**config.mk**
```make
export PLATFORM = sky130hd
export DESIGN_NAME = rtcf_gen
export DESIGN_NICKNAME = d
export VERILOG_FILES = /design/src/rtl/rtcf_pkg.sv /design/src/rtl/rtcf_deadline.sv /design/src/rtl/rtcf_periodic.sv /design/src/rtl/rtcf_match.sv /design/src/rtl/rtcf_gen.sv
export SDC_FILE = /design/constraint.sdc
export NUM_CORES = 1
export LEC_CHECK = 0
export BUFFER_PORTS_ARGS = -buffer_cell sky130_fd_sc_hd__buf_2
export CORE_ASPECT_RATIO = 1.1
export CORE_MARGIN = 2
export CORE_UTILIZATION = 50
export CTS_CLUSTER_DIAMETER = 200
export DETAILED_ROUTE_END_ITERATION = 8
export PLACE_DENSITY_LB_ADDON = 0.15
export SYNTH_ARGS = -nofsm -noshare
export SYNTH_HDL_FRONTEND = slang
export SYNTH_SLANG_ARGS = --single-unit
```
**constraint.sdc**
```tcl
create_clock -name clk -period 7.9 [get_ports clk]
set_input_delay 2.37 -clock clk [delete_from_list [all_inputs] [get_ports clk]]
set_output_delay 2.37 -clock clk [all_outputs]
set_load 0.005 [all_outputs]
```
**src/rtl/rtcf_pkg.sv**
```systemverilog
package rtcf_pkg;

    localparam int BASE_LOG2 = 6;
    localparam int RATE_MIN  = 1;
    localparam int RATE_MAX  = 13;

    localparam int BIT_UF   = 4;
    localparam int BIT_AF   = 5;
    localparam int BIT_PF   = 6;
    localparam int BIT_IRQF = 7;

    localparam logic [7:0] INT_COUNT = 8'd1;

    function automatic logic [3:0] clamp_rate(input logic [3:0] code);
        if (code < 4'(RATE_MIN)) begin
            return 4'(RATE_MIN);
        end else if (code > 4'(RATE_MAX)) begin
            return 4'(RATE_MAX);
        end
        return code;
    endfunction

endpackage

```
**src/rtl/rtcf_deadline.sv**
```systemverilog
module rtcf_deadline #(
    parameter int REF_W  = 16,
    parameter int SH_W   = 4,
    parameter int LOST_W = 8
) (
    input  logic              clk,
    input  logic              rst_n,
    input  logic              en_i,
    input  logic [SH_W-1:0]   dshift_i,
    input  logic [REF_W-1:0]  ref_now_i,
    output logic              fire_o,
    output logic [LOST_W-1:0] lost_o
);

    localparam logic [REF_W-1:0] LOST_MAX = REF_W'((1 << LOST_W) - 1);

    typedef struct packed {
        logic             run;
        logic [REF_W-1:0] cmp;
    } dl_state_t;

    dl_state_t st_d, st_q;

    logic [REF_W-1:0] delta;
    logic [REF_W-1:0] gap;
    logic [REF_W-1:0] whole;
    logic [REF_W-1:0] lost_full;

    always_comb begin
        delta     = REF_W'(1) << dshift_i;
        gap       = ref_now_i - st_q.cmp;
        whole     = gap & ~(delta - REF_W'(1));
        lost_full = gap >> dshift_i;
        fire_o    = st_q.run && en_i && !gap[REF_W-1];
        lost_o    = (lost_full > LOST_MAX) ? LOST_MAX[LOST_W-1:0] : lost_full[LOST_W-1:0];

        st_d = st_q;
        if (!en_i) begin
            st_d.run = 1'b0;
        end else if (!st_q.run) begin
            st_d.run = 1'b1;
            st_d.cmp = ref_now_i + delta;
        end else if (fire_o) begin
            st_d.cmp = st_q.cmp + whole + delta;
        end
    end

    always_ff @(posedge clk or negedge rst_n) begin
        if (!rst_n) begin
            st_q <= '0;
        end else begin
            st_q <= st_d;
        end
    end

    // after a tick the deadline lies strictly ahead of the count that caused it
    a_r3_deadline_ahead: assert property (@(posedge clk) disable iff (!rst_n)
        fire_o |=> ($signed($past(ref_now_i) - st_q.cmp) < 0));

    // a cycle with every enable clear stops the timer for the next cycle
    a_r9_stopped_no_fire: assert property (@(posedge clk) disable iff (!rst_n)
        $past(!en_i) |-> !fire_o);

endmodule

```
**src/rtl/rtcf_periodic.sv**
```systemverilog
module rtcf_periodic
    import rtcf_pkg::*;
#(
    parameter int LOST_W = 8,
    parameter int CNT_W  = 6
) (
    input  logic              clk,
    input  logic              rst_n,
    input  logic              fire_i,
    input  logic              pie_i,
    input  logic [3:0]        rate_i,
    input  logic [LOST_W-1:0] lost_i,
    output logic              hit_o
);

    localparam int SUM_W = ((LOST_W > CNT_W) ? LOST_W : CNT_W) + 2;

    typedef struct packed {
        logic [CNT_W-1:0] cnt;
    } pd_state_t;

    pd_state_t st_d, st_q;

    logic [SUM_W-1:0] limit;
    logic [SUM_W-1:0] sum;

    always_comb begin
        if (rate_i > 4'(BASE_LOG2)) begin
            limit = SUM_W'(1);
        end else begin
            limit = SUM_W'(1) << (4'(BASE_LOG2) - rate_i);
        end
        sum   = SUM_W'(st_q.cnt) + SUM_W'(lost_i) + SUM_W'(1);
        hit_o = fire_i && pie_i && (sum >= limit);

        st_d = st_q;
        if (!pie_i) begin
            st_d.cnt = '0;
        end else if (fire_i) begin
            st_d.cnt = hit_o ? '0 : CNT_W'(sum);
        end
    end

    always_ff @(posedge clk or negedge rst_n) begin
        if (!rst_n) begin
            st_q <= '0;
        end else begin
            st_q <= st_d;
        end
    end

    // the divider count always stays below the largest limit
    a_r5_count_bound: assert property (@(posedge clk) disable iff (!rst_n)
        int'(st_q.cnt) < (1 << (BASE_LOG2 - 1)));

    // periodic enable clear empties the divider
    a_r11_count_cleared: assert property (@(posedge clk) disable iff (!rst_n)
        $past(!pie_i) |-> (st_q.cnt == '0));

endmodule

```
**src/rtl/rtcf_match.sv**
```systemverilog
module rtcf_match #(
    parameter int TIME_W = 8
) (
    input  logic              clk,
    input  logic              rst_n,
    input  logic              fire_i,
    input  logic              uie_i,
    input  logic              aie_i,
    input  logic [TIME_W-1:0] hour_i,
    input  logic [TIME_W-1:0] min_i,
    input  logic [TIME_W-1:0] sec_i,
    input  logic [TIME_W-1:0] alm_hour_i,
    input  logic [TIME_W-1:0] alm_min_i,
    input  logic [TIME_W-1:0] alm_sec_i,
    output logic              uf_o,
    output logic              af_o
);

    typedef struct packed {
        logic [TIME_W-1:0] last_sec;
    } mt_state_t;

    mt_state_t st_d, st_q;

    always_comb begin
        uf_o = fire_i && uie_i && (sec_i != st_q.last_sec);
        af_o = fire_i && aie_i && (hour_i == alm_hour_i)
                               && (min_i  == alm_min_i)
                               && (sec_i  == alm_sec_i);
        st_d = st_q;
        if (uf_o) begin
            st_d.last_sec = sec_i;
        end
    end

    always_ff @(posedge clk or negedge rst_n) begin
        if (!rst_n) begin
            st_q <= '0;
        end else begin
            st_q <= st_d;
        end
    end

    // an update flag records the seconds value it saw
    a_r6_sec_recorded: assert property (@(posedge clk) disable iff (!rst_n)
        uf_o |=> (st_q.last_sec == $past(sec_i)));

    // without an update flag the recorded seconds stay put
    a_r6_sec_held: assert property (@(posedge clk) disable iff (!rst_n)
        !uf_o |=> $stable(st_q.last_sec));

endmodule

```
**src/rtl/rtcf_gen.sv**
```systemverilog
module rtcf_gen
    import rtcf_pkg::*;
#(
    parameter int REF_W    = 16,
    parameter int REF_LOG2 = 14,
    parameter int LOST_W   = 8,
    parameter int TIME_W   = 8
) (
    input  logic              clk,
    input  logic              rst_n,
    input  logic              uie_i,
    input  logic              aie_i,
    input  logic              pie_i,
    input  logic [3:0]        rate_sel_i,
    input  logic [REF_W-1:0]  ref_now_i,
    input  logic [TIME_W-1:0] hour_i,
    input  logic [TIME_W-1:0] min_i,
    input  logic [TIME_W-1:0] sec_i,
    input  logic [TIME_W-1:0] alm_hour_i,
    input  logic [TIME_W-1:0] alm_min_i,
    input  logic [TIME_W-1:0] alm_sec_i,
    output logic [15:0]       flags_o,
    output logic              irq_o
);

    localparam int SH_W = $clog2(REF_LOG2 + 1);

    typedef struct packed {
        logic        irq;
        logic [15:0] word;
    } out_state_t;

    out_state_t st_d, st_q;

    logic              any_en;
    logic [3:0]        rate_eff;
    logic              fast;
    logic [SH_W-1:0]   dshift;
    logic              fire;
    logic [LOST_W-1:0] lost;
    logic              pf_hit;
    logic              uf_hit;
    logic              af_hit;

    always_comb begin
        any_en   = uie_i || aie_i || pie_i;
        rate_eff = clamp_rate(rate_sel_i);
        fast     = pie_i && (rate_eff > 4'(BASE_LOG2));
        if (fast) begin
            dshift = SH_W'(REF_LOG2 - int'(rate_eff));
        end else begin
            dshift = SH_W'(REF_LOG2 - BASE_LOG2);
        end
    end

    rtcf_deadline #(
        .REF_W  (REF_W),
        .SH_W   (SH_W),
        .LOST_W (LOST_W)
    ) u_deadline (
        .clk       (clk),
        .rst_n     (rst_n),
        .en_i      (any_en),
        .dshift_i  (dshift),
        .ref_now_i (ref_now_i),
        .fire_o    (fire),
        .lost_o    (lost)
    );

    rtcf_periodic #(
        .LOST_W (LOST_W),
        .CNT_W  (BASE_LOG2)
    ) u_periodic (
        .clk    (clk),
        .rst_n  (rst_n),
        .fire_i (fire),
        .pie_i  (pie_i),
        .rate_i (rate_eff),
        .lost_i (lost),
        .hit_o  (pf_hit)
    );

    rtcf_match #(
        .TIME_W (TIME_W)
    ) u_match (
        .clk        (clk),
        .rst_n      (rst_n),
        .fire_i     (fire),
        .uie_i      (uie_i),
        .aie_i      (aie_i),
        .hour_i     (hour_i),
        .min_i      (min_i),
        .sec_i      (sec_i),
        .alm_hour_i (alm_hour_i),
        .alm_min_i  (alm_min_i),
        .alm_sec_i  (alm_sec_i),
        .uf_o       (uf_hit),
        .af_o       (af_hit)
    );

    always_comb begin
        st_d = '0;
        if (uf_hit || af_hit || pf_hit) begin
            st_d.irq            = 1'b1;
            st_d.word[15:8]     = INT_COUNT;
            st_d.word[BIT_IRQF] = 1'b1;
            st_d.word[BIT_PF]   = pf_hit;
            st_d.word[BIT_AF]   = af_hit;
            st_d.word[BIT_UF]   = uf_hit;
        end
    end

    always_ff @(posedge clk or negedge rst_n) begin
        if (!rst_n) begin
            st_q <= '0;
        end else begin
            st_q <= st_d;
        end
    end

    assign flags_o = st_q.word;
    assign irq_o   = st_q.irq;

    // word is empty whenever the strobe is low
    a_r8_quiet_word: assert property (@(posedge clk) disable iff (!rst_n)
        !irq_o |-> (flags_o == 16'h0000));

    // a strobe carries the summary bit, count 1 and at least one cause
    a_r8_word_shape: assert property (@(posedge clk) disable iff (!rst_n)
        irq_o |-> (flags_o[15:8] == 8'd1) && flags_o[BIT_IRQF]
                  && ($countones(flags_o[6:4]) > 0) && (flags_o[3:0] == 4'h0));

    // no strobe after a cycle with every enable clear
    a_r9_quiet_when_off: assert property (@(posedge clk) disable iff (!rst_n)
        $past(!(uie_i || aie_i || pie_i)) |-> !irq_o);

endmodule

```
[Yosys cells after proc, flatten, opt, wreduce, memory -nomap -nowiden]
Index checks and enable logic that the tools add are counted.
Operators by class
  reductions and logical operators: 17
  shifts and indexed selects: 3
  bitwise operators: 2
  equality and inequality tests: 6
  $add $sub $neg: 9
  muxes and demuxes: 15
  order comparisons: 5
Operators by type and width (count)
  $add 16x16->16: 3
  $mux 16: 2
  $eq 8x8->1: 3
  $mux 6: 3
  $and 16x16->16: 1
  $gt 16x8->1 const B: 1
  $mux 4: 4
  $not 16->16: 1
  $shl 1x4->16 const A: 1
  $shr 16x4->16: 1
  $sub 16x1->16 const B: 1
  $sub 16x16->16: 1
  $mux 13: 1
  $logic_and 1x1->1: 11
  $add 10x1->10 const B: 1
  $ge 10x10->1: 1
  $mux 10: 1
  $shl 1x4->10 const A: 1
  $add 6x8->9: 1
  $mux 8: 1
  $ne 8x8->1: 1
  $gt 4x3->1 const B: 1
  $gt 4x4->1 const B: 1
  $logic_or 1x1->1: 4
  other kinds (7): 10
Storage, ports and cells
  bits in registers: 44
  logic and storage cells: 63
  output and inout bits: 17

[Longest topological paths before layout]
Gate-level depths: netlist (run 1).
  word-level depth: 17
  gate-level depth with buffers: 35
  mapped depth without buffers: 31

[Cells and area by module]
From an unflattened synthesis (run 1), not the netlist that was laid out.
Unflattened totals
  cells, all modules: 854
  area total of the unflattened synthesis: 6677.7 um^2
By module, submodules not included
  rtcf_deadline: area an instance 4704.5 um^2, instances 1, cells each 627
  rtcf_periodic: area an instance 972.2 um^2, instances 1, cells each 125
  rtcf_match: area an instance 649.4 um^2, instances 1, cells each 61
  rtcf_gen: area an instance 351.6 um^2, instances 1, cells each 41

[Least setup slack after synthesis (run 1)]
Ideal clock, no wire load.
  kind: input to register
  start: input port rate_sel_i[3]
  end: register st_q, in the netlist flags_o[7]
  stages on the path: 35
  arrival: 8375 ps
  slack: -606 ps
  data required time: 7769 ps
  path buffers: 5
  path through: clkbuf_1 > clkbuf_1 > nand2_1 > nand2_1 > inv_1 > ha_1 > buf_2 > and2_1 > clkbuf_1 > o21ai_1 > nor2_1 > nand2_1 > nor2_1 > a211oi_1 > a22oi_1 > and4_1 > buf_6 > a22oi_1 > ha_1 > inv_1 > fa_1 > o21ai_0 > xor2_1 > nand2_1 > or2_2 > nor3_1 > nor2_1 > or3_1 > o31ai_2 > a21oi_2 > ha_1 > a21oi_1 > o21ai_0 > nor2b_1 > or3_1
Between the ends
  longest elaborated chain between the ends: 16
  elaborated cells between the ends (all ways): 22
  those cells by class: add/sub (4); order compare (5); shift (2); mux (8); reduce/logical (3)
Ends and longest elaborated chain
  from (decl): RTL line rtcf_gen.sv:14  | input logic [3:0] rate_sel_i,
  $gt 4x4->1: RTL line rtcf_pkg.sv:17  | end else if (code > 4'(RATE_MAX)) begin
  $mux 1: RTL line rtcf_pkg.sv:17
  $mux 1: RTL line rtcf_pkg.sv:15  | if (code < 4'(RATE_MIN)) begin
  $mux 4 *: RTL line rtcf_pkg.sv:20  | return code;
  $gt 4x3->1: RTL line rtcf_periodic.sv:28, rtcf_gen.sv:48
  $logic_and 1x1->1: RTL line rtcf_gen.sv:48  | fast = pie_i && (rate_eff > 4'(BASE_LOG2));
  $mux 4: RTL line rtcf_gen.sv:49  | if (fast) begin
  $shr 16x4->16: RTL line rtcf_deadline.sv:33  | lost_full = gap >> dshift_i;
  $gt 16x8->1: RTL line rtcf_deadline.sv:35  | lost_o = (lost_full > LOST_MAX) ? LOST_MAX[LOST_W-1:0] : lost_full[LOST_W-1:0];
  $mux 8: RTL line rtcf_deadline.sv:35
  $add 6x8->9: RTL line rtcf_periodic.sv:33  | sum = SUM_W'(st_q.cnt) + SUM_W'(lost_i) + SUM_W'(1);
  $add 10x1->10: RTL line rtcf_periodic.sv:33
  $ge 10x10->1 *: RTL line rtcf_periodic.sv:34  | hit_o = fire_i && pie_i && (sum >= limit);
  $logic_and 1x1->1 *: RTL line rtcf_periodic.sv:34
  $logic_or 1x1->1 *: RTL line rtcf_gen.sv:103  | if (uf_hit || af_hit || pf_hit) begin
  $mux 13 *: RTL line rtcf_gen.sv:103
  to (signal assigned): RTL line rtcf_gen.sv:117  | st_q <= st_d;
  to (decl): RTL line rtcf_gen.sv:33  | out_state_t st_d, st_q;
Every way passes the cells marked *; elsewhere a longest branch is shown, timed or not.
A chain may end at the register's enable or synchronous reset.

[Worst setup path in the final report (run 1)]
  start: input port ref_now_i[4]
  end: register st_q, in the netlist flags_o[7]
Between the ends
  longest elaborated chain between the ends: 10
  elaborated cells between the ends (all ways): 20
  those cells by class: add/sub (3); order compare (2); shift (1); mux (2); reduce/logical (12)
Ends and longest elaborated chain
  from (decl): RTL line rtcf_gen.sv:15  | input logic [REF_W-1:0] ref_now_i,
  $sub 16x16->16 *: RTL line rtcf_deadline.sv:31  | gap = ref_now_i - st_q.cmp;
  $shr 16x4->16 / $logic_not 1->1 (equally long branches): RTL line rtcf_deadline.sv:33, rtcf_deadline.sv:34
  $gt 16x8->1 / $logic_and 1x1->1 (equally long branches): RTL line rtcf_deadline.sv:35, rtcf_deadline.sv:34
  $mux 8 / $logic_and 1x1->1 (equally long branches): RTL line rtcf_deadline.sv:35, rtcf_match.sv:27
  $add 6x8->9 / $logic_and 1x1->1 (equally long branches): RTL line rtcf_periodic.sv:33, rtcf_match.sv:27
  $add 10x1->10 / $logic_and 1x1->1 (equally long branches): RTL line rtcf_periodic.sv:33, rtcf_match.sv:28
  $ge 10x10->1 / $logic_and 1x1->1 (equally long branches): RTL line rtcf_periodic.sv:34, rtcf_match.sv:29
  $logic_and 1x1->1 / $logic_or 1x1->1 (equally long branches): RTL line rtcf_periodic.sv:34, rtcf_gen.sv:103
  $logic_or 1x1->1 *: RTL line rtcf_gen.sv:103
  $mux 13 *: RTL line rtcf_gen.sv:103
Marks and branches as above.

==> results of run 1 <==
layout make-up:
cell class                 count  area (sq um)
inverter                      49           186
tap                          154           193
multi-input combinational    664          5160
clock buffer                   5           125
fill                        1046          3790
clock inverter                 3          47.5
timing repair buffer         229          1550
sequential                    35           876
critical path, delay by kind of cell:
kind	cells	cell delay, ns
simple gates	11	2.16
buf+inv	4	0.56
compound gates	11	1.54
mux	1	0.29
xor+xnor	2	0.29
fa+ha+maj	3	0.89
layout by cell type, fill, tap and decap left out, types with 18 or more instances in the layout:
cell and n:
sky130_fd_sc_hd__a21o_1 20, sky130_fd_sc_hd__a21oi_1 42, sky130_fd_sc_hd__buf_2 77, sky130_fd_sc_hd__buf_4 148, sky130_fd_sc_hd__conb_1 18, sky130_fd_sc_hd__dfrtp_1 35, sky130_fd_sc_hd__ha_1 68, sky130_fd_sc_hd__inv_1 46
sky130_fd_sc_hd__nand2_1 63, sky130_fd_sc_hd__nor2_1 52, sky130_fd_sc_hd__o211ai_1 18, sky130_fd_sc_hd__o21ai_0 46, sky130_fd_sc_hd__xnor2_1 40, sky130_fd_sc_hd__xor2_1 34
sequential cells by signal, indices dropped and copies added, names as in the netlist, named ones only:
| signal | flops |
|---|---|
| u_periodic.st_q | 6 |
| u_match.st_q | 8 |
| u_deadline.st_q | 16 |
| flags_o | 4 |
power by group:
| group | internal [W] | switching (W) |
|---|---|---|
| logic | 0.00179 | 0.00177 |
| clock network | 0.000151 | 0.0000846 |
| registers | 0.000270 | 0.0000594 |
worst min path at each step:
stage                             from                  to  slack, ns
floorplan           u_periodic.st_q[0]  u_periodic.st_q[0]       0.46
global route           u_match.st_q[1]     u_match.st_q[1]       0.54
CTS                 u_periodic.st_q[2]  u_periodic.st_q[2]       0.53
detailed placement  u_periodic.st_q[4]  u_periodic.st_q[4]       0.51
global placement    u_periodic.st_q[4]  u_periodic.st_q[4]       0.50
finish                 u_match.st_q[0]     u_match.st_q[0]       0.53
logic make-up (layout without fill, tap and decap cells):
kind of cell | Yosys count | in the layout | share of synthesized area
DFF | 35 | 35 | 0.144
AOI/OAI and AO/OA | 232 | 232 | 0.255
xor gates and xnor gates | 80 | 80 | 0.117
buffers and inverters | 89 | 286 | 0.0655
adders and majority gates | 86 | 86 | 0.194
other | 1 | 18 | 0.000617
and+or+nand+nor | 227 | 227 | 0.183
muxes | 21 | 21 | 0.0410
layer usage:
layer	global-route usage	wire, um	up-vias
met2	0.542	9810	173
met3	0.0337	720	45
met4	0.0889	535	0
met1	0.337	7540	3049
li1	-	-	3162
met5	0	0	-
per-stage QoR:
stage | instance area (sq um) | power (W) | TNS (ns) | utilization
after CTS | 7980 | 0.00394 | -0.0414 | 0.669
after global routing | 8140 | 0.00451 | -1.43 | 0.682
after floorplan | 6280 | 0.00248 | -0.0567 | -
after detailed placement | 7660 | 0.00356 | -4.84 | 0.642
final | 8140 | 0.00412 | -0.0178 | 0.682
after global placement | 7660 | 0.00346 | -3.44 | 0.642
what timing repair did:
action | CTS | global route
setup endpoints to repair | 8 | 9
resized for setup | 18 | 28
hold buffers | 0 | 0
setup buffers | 8 | 6
pin swaps | 14 | 15
==> out/metrics.cfg, run 1 <==
[synth]
yosys.area.top_type = sky130_fd_sc_hd__ha_1
number_of_register_bits_inferred_by_synthesis = 35
synth_sequential_area_ratio = 0.144
post-synth-top-count-cell = sky130_fd_sc_hd__ha_1
synth_cell_types = 76
yosysWarningCount = 0
postSynth.asyncResetShare = 1.00
synth_top_cells_by_count = 72 x sky130_fd_sc_hd__ha_1, 66 x sky130_fd_sc_hd__nand2_1, 57 x sky130_fd_sc_hd__nor2_1, 52 x sky130_fd_sc_hd__o21ai_0, 49 x sky130_fd_sc_hd__a21oi_1
syn-cell-area_sq_mm = 0.00608
synth_enable_flop_cells = 0
synth_cells = 771
avgSynthCellArea_sq_um = 7.88
synth-main-ff-cell = sky130_fd_sc_hd__dfrtp_1
yosys-top-cells-area = sky130_fd_sc_hd__ha_1 15%, sky130_fd_sc_hd__dfrtp_1 14%, sky130_fd_sc_hd__xnor2_1 6.2%
netlist.area_leader.share = 0.148

[power]
static_leakage_power_nw = 3.98
worst_ir_drop_vdd_mv = 0.402
power_density_mw_per_mm2 = 506

[clocking]
htree_levels = 2
clock_tree.buffer_depth = 2
tritoncts = done
cts_inserted_buffers = 5
clock-root-buffer = sky130_fd_sc_hd__clkbuf_16
tritoncts_num_sinks = 35
clk_latency_ns = 0.29
cts.clk_slew.worst_paths_ns = 0.06

[setup_path]
crit_path_max_incr_delay_ns = 0.34
critical_path.startpoint = ref_now_i[4]
endpoint_kind = register
regToRegSetupSlack_ns = 1.74
critPathArrivalTime_ns = 8.08
critPathLaunchType = input pin
critical_path.reg2reg.endpoint = flags_o[7]
setup.worst_path.class = input pin to register
critPathRequiredTime_ns = 8.06
cpMaxStageDelayCell = sky130_fd_sc_hd__or3_1
worstRegToRegCells = 33
crit_fanout = 6
critical_path.endpoint = flags_o[7]

[global_route]
globalRoute.totalOverflow = 0
grt_start_max_net_pins = 36
groute.usage.overall = 0.289
grt_antenna_before_repair = 0
grt_first_pass_wirelength_mm = 30.3
grt_pass1_vias = 6481

[place]
place_inst = 1118
hpwl_mm = 15.4
place_worst_setup_slack_ns = -0.680
buffer_ports.inserted = 78
place.gp.congestion = 0.976

[sta]
layout_setup_ws_ns = -0.0178
fin_crit_ns = 7.92
fin_crit_share = 1.00
final_hold_viol_count = 0
final.setup_skew_ns = 0.00632
setup_viol = 1
tightestPinTransition_ns = 0.865
timing_max_transition_violations_final = 0
whs_ns = 0.528
worst_slew_margin_rel = 0.424
grt_setup_unrepaired = yes
fmax_mhz = 126

[min_path]
timing.hold.worst.class = register to register
hold_path_depth = 1

[outcome]
failed_checks = setup timing
outcome = finished, violations left

[floorplan]
die_height_um = 120
coreArea_sq_mm = 0.0119
rows = 42
design.die.area_sq_mm = 0.0131
design.portCount = 90
initial_standard_cell_utilization_of_the_core = 0.509
chipWidth_um = 109

[route]
drc = 0
detailedRoute.firstIterationViolations = 301
first_pass_iters = 5
final_antenna_net_count = 0
routed_wirelength_mm = 18.6
avgViaCountPerCell = 5.64
vias = 6429
post_drt_wl_per_cell_um = 16.3

[cells_and_area]
finish.net_count = 1143
final-instance-count-excl-fill = 1139
area.growth.synth_to_final_pct = 34.0
drive_gt1_frac = 0.327
antenna_cells_inserted = 0

[job]
maxCapViolCount = 0

Power figures use the tool's default switching activity.
==> inputs of run 2 (changes only) <==
--- a/config.mk
+++ b/config.mk
@@ -12,6 +12,7 @@
 export CTS_CLUSTER_DIAMETER = 200
 export DETAILED_ROUTE_END_ITERATION = 8
 export PLACE_DENSITY_LB_ADDON = 0.15
+export SETUP_SLACK_MARGIN = 0.15
 export SYNTH_ARGS = -nofsm -noshare
 export SYNTH_HDL_FRONTEND = slang
 export SYNTH_SLANG_ARGS = --single-unit
==> constraint.sdc (replaced) <==
create_clock -name clk -period 8.3 [get_ports clk]
set_input_delay 2.49 -clock clk [delete_from_list [all_inputs] [get_ports clk]]
set_output_delay 2.49 -clock clk [all_outputs]
set_load 0.005 [all_outputs]
==> run 2 against run 1 <==
Net effect:
- final area shrank 1.7%
- combinational power shrank 7.0%
- non-clock buffer count shrank 25
- the flow now finishes without violations
- worst setup slack gained 0.24 ns
- highest routed layer unchanged
- largest cell class unchanged
- hold slack gained 0.00083 ns
==> out/metrics.cfg, run 2 (synthesized netlist as in run 1, its figures left out) <==
[outcome]
outcome = complete, no violations  ; was finished, violations left

[sta]
fin_setup_tns_ns = 0  ; was -0.0178 ns
tightestPinTransition_ns = 0.889  ; was 0.865 ns
fmax_mhz = 124
worst_slew_margin_rel = 0.407  ; was 0.424
final_hold_viol_count = 0  ; unchanged
final.setup_skew_ns = 0.00800  ; was 0.00632 ns
setup_viol = 0  ; was 1
fin_crit_share = 0.973
grt_setup_unrepaired = yes  ; unchanged
fin_crit_ns = 8.08
timing_max_transition_violations_final = 0  ; unchanged

[setup_path]
endpoint_kind = register  ; unchanged
cpMaxStageDelayCell = sky130_fd_sc_hd__or3_1  ; unchanged
crit_fanout = 4  ; was 6
critPathArrivalTime_ns = 8.25  ; was 8.08 ns
setup.worst_path.class = input pin to register  ; unchanged
crit_path_max_incr_delay_ns = 0.37  ; was 0.34 ns
critical_path.reg2reg.startpoint = u_deadline.st_q[4]
critical_path.startpoint = ref_now_i[4]  ; unchanged
critPathRequiredTime_ns = 8.47  ; was 8.06 ns
critPathLaunchType = input pin  ; unchanged

[route]
post_drt_wl_per_cell_um = 16.8  ; was 16.3 um
detailedRoute.firstIterationViolations = 307  ; was 301
routed_wirelength_mm = 18.7  ; was 18.6 mm
first_pass_iters = 5  ; unchanged
vias = 6322  ; was 6429
avgViaCountPerCell = 5.68  ; was 5.64
drc = 0  ; unchanged
final_antenna_net_count = 0  ; unchanged

[floorplan]
design.portCount = 90  ; unchanged
chipWidth_um = 109  ; unchanged
initial_standard_cell_utilization_of_the_core = 0.509  ; unchanged
rows = 42  ; unchanged
die_height_um = 120  ; unchanged
design.die.area_sq_mm = 0.0131  ; unchanged
coreArea_sq_mm = 0.0119  ; unchanged

[clocking]
clock-root-buffer = sky130_fd_sc_hd__clkbuf_16  ; unchanged
clock_tree.buffer_depth = 2  ; unchanged
tritoncts_num_sinks = 35  ; unchanged
cts_inserted_buffers = 5  ; unchanged
cts.clk_slew.worst_paths_ns = 0.06  ; about the same
tritoncts = done  ; unchanged
htree_levels = 2  ; unchanged
post_cts_hold_buffer_count = 0  ; unchanged
clk_latency_ns = 0.30  ; was 0.29 ns

[cells_and_area]
finish.net_count = 1118  ; was 1143
area.growth.synth_to_final_pct = 31.7  ; was 34.0%
final-instance-count-excl-fill = 1114  ; was 1139
top_regs = u_deadline.st_q x16, u_match.st_q x8, u_periodic.st_q x6  ; unchanged
area.sequential_sq_um = 876  ; unchanged
antenna_cells_inserted = 0  ; unchanged
layout_common_cells = 125 x sky130_fd_sc_hd__buf_4, 77 x sky130_fd_sc_hd__buf_2, 67 x sky130_fd_sc_hd__ha_1  ; was 148 x sky130_fd_sc_hd__buf_4, 77 x sky130_fd_sc_hd__buf_2, 68 x sky130_fd_sc_hd__ha_1
largest-register = u_deadline.st_q  ; unchanged
area_of_all_placed_cells_without_fillers_sq_mm = 0.00800  ; was 0.00814 sq mm
drive_gt1_frac = 0.318  ; was 0.327
largest_register_ffs = 16  ; unchanged
multi_input_combinational_cell_area_sq_mm = 0.00523  ; was 0.00516 sq mm
most_common_cell_after_layout_fill_and_taps_aside = sky130_fd_sc_hd__buf_4  ; unchanged
fillCellCount = 1012  ; was 1046

[power]
worst_ir_drop_vdd_mv = 0.409  ; was 0.402 mV
static_leakage_power_nw = 3.87  ; was 3.98 nW
power_density_mw_per_mm2 = 482  ; was 506 mW/mm^2

[global_route]
grt_antenna_before_repair = 0  ; unchanged
grt_start_max_net_pins = 36  ; unchanged
groute.usage.overall = 0.292  ; was 0.289
grt_pass1_vias = 6512  ; was 6481
globalRoute.totalOverflow = 0  ; unchanged
grt_first_pass_wirelength_mm = 30.2  ; was 30.3 mm

[place]
buffer_ports.inserted = 78  ; unchanged
placement.cell_area_sq_mm = 0.00743  ; was 0.00766 sq mm
place_inst = 1091  ; was 1118
hpwl_mm = 15.1  ; was 15.4 mm
place.gp.congestion = 0.931  ; was 0.976

[min_path]
timing.hold.worst.class = register to register  ; unchanged
hold_path.startpoint = u_periodic.st_q[0]  ; was u_match.st_q[0]

[job]
maxCapViolCount = 0  ; unchanged

## run 2: critical path: cells and delay by family
| family | cells | cell delay, ns |
|---|---|---|
| adder cells (fa/ha/maj) | 3 | 0.84 |
| XOR/XNOR | 2 | 0.36 |
| buffers and inverters | 4 | 0.55 |
| AO/OA/AOI/OAI | 8 | 1.10 |
| multiplexers | 1 | 0.26 |
| AND/OR/NAND/NOR | 14 | 2.62 |
## run 2: report_power, final
| part | internal, W | leakage [nW] | switching, W |
|---|---|---|---|
| registers | 0.000256 | 0.432 | 0.0000583 |
| logic | 0.00164 | 3.35 | 0.00167 |
| clock network | 0.000144 | 0.0844 | 0.0000914 |
| total | 0.00204 | 3.87 | 0.00181 |
## run 2: worst paths after layout
check,to,slack (ns),depth (start not counted)
setup / recovery,flags_o[7],0.22,32
hold / removal,u_periodic.st_q[0],0.53,2
setup reg to reg,flags_o[7],2.09,32
hold reg to reg,u_periodic.st_q[0],0.53,2
max in group asynchronous,u_deadline.st_q[2],5.42,1
min in group asynchronous,u_periodic.st_q[1],2.32,1
## run 2: final cells by class
cell class | count | share of cell area
inverters | 49 | 0.0233
multi-input cells | 664 | 0.653
clock buffers | 5 | 0.0156
repair buffers | 204 | 0.169
clock inverters | 3 | 0.00594
flip-flops and latches | 35 | 0.109
well taps | 154 | 0.0241
## run 2: per-stage QoR
stage          power, W  worst slack (ns)  hold slack, ns   util
2_1_floorplan   0.00235             0.152           0.455      -
3_3_place_gp    0.00319            -0.289           0.495  0.623
3_5_place_dp    0.00329            -0.445           0.504  0.623
4_1_cts         0.00370             0.150           0.520  0.658
5_1_grt         0.00423           -0.0460           0.540  0.671
6_report        0.00386             0.225           0.529  0.671
## run 2: routing by layer
metal / GRT usage / up-vias / share of wire / wire (um)
met1: 0.333 / 2993 / 0.40 / 7490
met3: 0.0369 / 42 / 0.049 / 906
met2: 0.542 / 180 / 0.52 / 9640
met4: 0.110 / 0 / 0.034 / 626
li1: - / 3107 / - / -
met5: 0 / - / 0 / 0
## run 2: repair_timing
action / in CTS / in global routing
resized for setup: 35 / 30
endpoints found under the setup margin: 7 / 10
pin swaps: 29 / 37
setup buffers: 11 / 4
gates cloned: 0 / 0
==> inputs of run 3 (changes only) <==
==> constraint.sdc (replaced) <==
create_clock -name clk -period 9.1 [get_ports clk]
set_input_delay 2.73 -clock clk [delete_from_list [all_inputs] [get_ports clk]]
set_output_delay 2.73 -clock clk [all_outputs]
set_load 0.005 [all_outputs]
==> run 3 against run 2 <==
Net effect:
- power decreased by 21%
- clock skew increased by 0.0011 ns
- worst setup slack improved by 0.27 ns
- clock power decreased by 11%
- clock-buffer cell count unchanged
- die area unchanged
- final area decreased by 10%
- via count decreased by 5.0%
- global-route usage decreased by 1.5 points
==> out/metrics.cfg, run 3 (synthesized netlist as in run 1, its figures left out) <==
[outcome]
outcome = complete, no violations  ; unchanged

[sta]
fmax_mhz = 116
tightestPinTransition_ns = 0.941  ; was 0.889 ns
final.setup_skew_ns = 0.00915  ; was 0.00800 ns
worst_slew_margin_rel = 0.373  ; was 0.407
final_hold_viol_count = 0  ; unchanged
fin_crit_share = 0.945
setup_viol = 0  ; unchanged
timing_max_transition_violations_final = 0  ; unchanged
grt_setup_unrepaired = no  ; was yes
fin_setup_tns_ns = 0  ; unchanged
fin_crit_ns = 8.60
layout_setup_ws_ns = 0.497  ; was 0.225 ns

[floorplan]
coreArea_sq_mm = 0.0119  ; unchanged
initial_standard_cell_utilization_of_the_core = 0.509  ; unchanged
die_height_um = 120  ; unchanged
chipWidth_um = 109  ; unchanged
design.die.area_sq_mm = 0.0131  ; unchanged
rows = 42  ; unchanged
design.portCount = 90  ; unchanged

[route]
first_pass_iters = 7  ; was 5
final_antenna_net_count = 0  ; unchanged
post_drt_wl_per_cell_um = 16.7  ; was 16.8 um
avgViaCountPerCell = 5.76  ; was 5.68
routed_wirelength_mm = 17.5  ; was 18.7 mm
drc = 0  ; unchanged
detailedRoute.firstIterationViolations = 312  ; was 307
vias = 6005  ; was 6322

[place]
placement.cell_area_sq_mm = 0.00692  ; was 0.00743 sq mm
hpwl_mm = 14.3  ; was 15.1 mm
buffer_ports.inserted = 78  ; unchanged
place_worst_setup_slack_ns = -0.131  ; was -0.445 ns
place.gp.congestion = 0.943  ; was 0.931

[cells_and_area]
finish.net_count = 1046  ; was 1118
finish.utilization = 0.601  ; was 0.671
antenna_cells_inserted = 0  ; unchanged
largest_register_ffs = 16  ; unchanged
area.growth.synth_to_final_pct = 17.9  ; was 31.7%
layout_common_cells = 78 x sky130_fd_sc_hd__buf_2, 71 x sky130_fd_sc_hd__ha_1, 65 x sky130_fd_sc_hd__nand2_1  ; was 125 x sky130_fd_sc_hd__buf_4, 77 x sky130_fd_sc_hd__buf_2, 67 x sky130_fd_sc_hd__ha_1
most_common_cell_after_layout_fill_and_taps_aside = sky130_fd_sc_hd__buf_2  ; was sky130_fd_sc_hd__buf_4
top_regs = u_deadline.st_q x16, u_match.st_q x8, u_periodic.st_q x6  ; unchanged
area_of_all_placed_cells_without_fillers_sq_mm = 0.00717  ; was 0.00800 sq mm
drive_gt1_frac = 0.220  ; was 0.318
fillCellCount = 1113  ; was 1012
largest-register = u_deadline.st_q  ; unchanged

[clocking]
clock_tree.buffer_depth = 2  ; unchanged
tritoncts = done  ; unchanged
clock-root-buffer = sky130_fd_sc_hd__clkbuf_16  ; unchanged
cts.clk_slew.worst_paths_ns = 0.07  ; was 0.06 ns
post_cts_hold_buffer_count = 0  ; unchanged
clk_latency_ns = 0.29  ; was 0.30 ns
htree_levels = 2  ; unchanged
cts_inserted_buffers = 5  ; unchanged
tritoncts_num_sinks = 35  ; unchanged

[power]
static_leakage_power_nw = 3.45  ; was 3.87 nW
power.total_w = 0.00305  ; was 0.00386 W
worst_ir_drop_vdd_mv = 0.280  ; was 0.409 mV
power_density_mw_per_mm2 = 425  ; was 482 mW/mm^2

[setup_path]
cpMaxStageDelayCell = sky130_fd_sc_hd__fa_1  ; was sky130_fd_sc_hd__or3_1
setup.worst_path.class = input pin to register  ; unchanged
critPathRequiredTime_ns = 9.28  ; was 8.47 ns
critical_path.top_delay_family = compound AO/OA/AOI/OAI gates  ; was simple AND/OR/NAND/NOR gates
critPathLaunchType = input pin  ; unchanged
cp_common_cell = sky130_fd_sc_hd__ha_1
critPathArrivalTime_ns = 8.79  ; was 8.25 ns
path_buf_inv = 5  ; was 4
crit_fanout = 11  ; was 4
endpoint_kind = register  ; unchanged
crit_path_max_incr_delay_ns = 0.42  ; was 0.37 ns

[global_route]
grt_start_max_net_pins = 36  ; unchanged
groute.usage.overall = 0.277  ; was 0.292
grt_first_pass_wirelength_mm = 28.9  ; was 30.2 mm
grt_pass1_vias = 6165  ; was 6512
grt_antenna_before_repair = 0  ; unchanged
globalRoute.totalOverflow = 0  ; unchanged

[job]
maxCapViolCount = 0  ; unchanged

[min_path]
timing.hold.worst.class = register to register  ; unchanged

## run 3: repair_timing
item                       in CTS  in global routing
setup endpoints to repair       3                  8
pin swaps                       0                  4
buffers inserted                0                  0
resized for setup               1                 22
cloned                          0                  0
## run 3: worst min-delay path, delay by kind of cell (launching register included)
family / cells / cell delay [ns]
AOI/OAI and AO/OA: 1 / 0.06
DFF: 1 / 0.35
and+or+nand+nor: 1 / 0.05
## run 3: cell type report
| class | instances | area, sq um | area share |
|---|---|---|---|
| well taps | 154 | 193 | 0.0269 |
| clock inverters | 3 | 47.5 | 0.00664 |
| flip-flops and latches | 35 | 876 | 0.122 |
| repair buffers | 132 | 796 | 0.111 |
| multi-input cells | 664 | 4940 | 0.690 |
| clock buffers | 5 | 125 | 0.0175 |
| inverters | 49 | 184 | 0.0257 |
## run 3: per-layer routing
layer / GRT usage / vias to the layer above / share of wire
met3: 0.0331 / 43 / 0.045
met2: 0.495 / 171 / 0.50
met4: 0.116 / 0 / 0.037
met5: 0 / - / 0
met1: 0.329 / 2833 / 0.42
li1: - / 2958 / -
## run 3: power breakdown
| part | leakage (nW) | internal, W | switching (W) |
|---|---|---|---|
| logic | 2.93 | 0.00120 | 0.00136 |
| clock network | 0.0844 | 0.000131 | 0.0000794 |
| registers | 0.432 | 0.000234 | 0.0000516 |
## run 3: path summary, 6_finish.rpt
path	from	endpoint	slack, ns	depth (start not counted)
max	rate_sel_i[2]	u_deadline.st_q[15]	0.50	28
min	u_periodic.st_q[0]	u_periodic.st_q[0]	0.51	2
max reg2reg	u_deadline.st_q[4]	flags_o[7]	2.63	30
min reg2reg	u_periodic.st_q[0]	u_periodic.st_q[0]	0.51	2
max in group asynchronous	rst_n	u_match.st_q[1]	5.93	1
min in group asynchronous	rst_n	u_deadline.st_q[15]	2.58	1
## run 3: metrics by stage
step                      instances  hold slack, ns
after floorplan                 788           0.455
after global placement         1034           0.500
after detailed placement       1034           0.484
after CTS                      1042           0.503
after global routing           1042           0.543
final                          1042           0.506
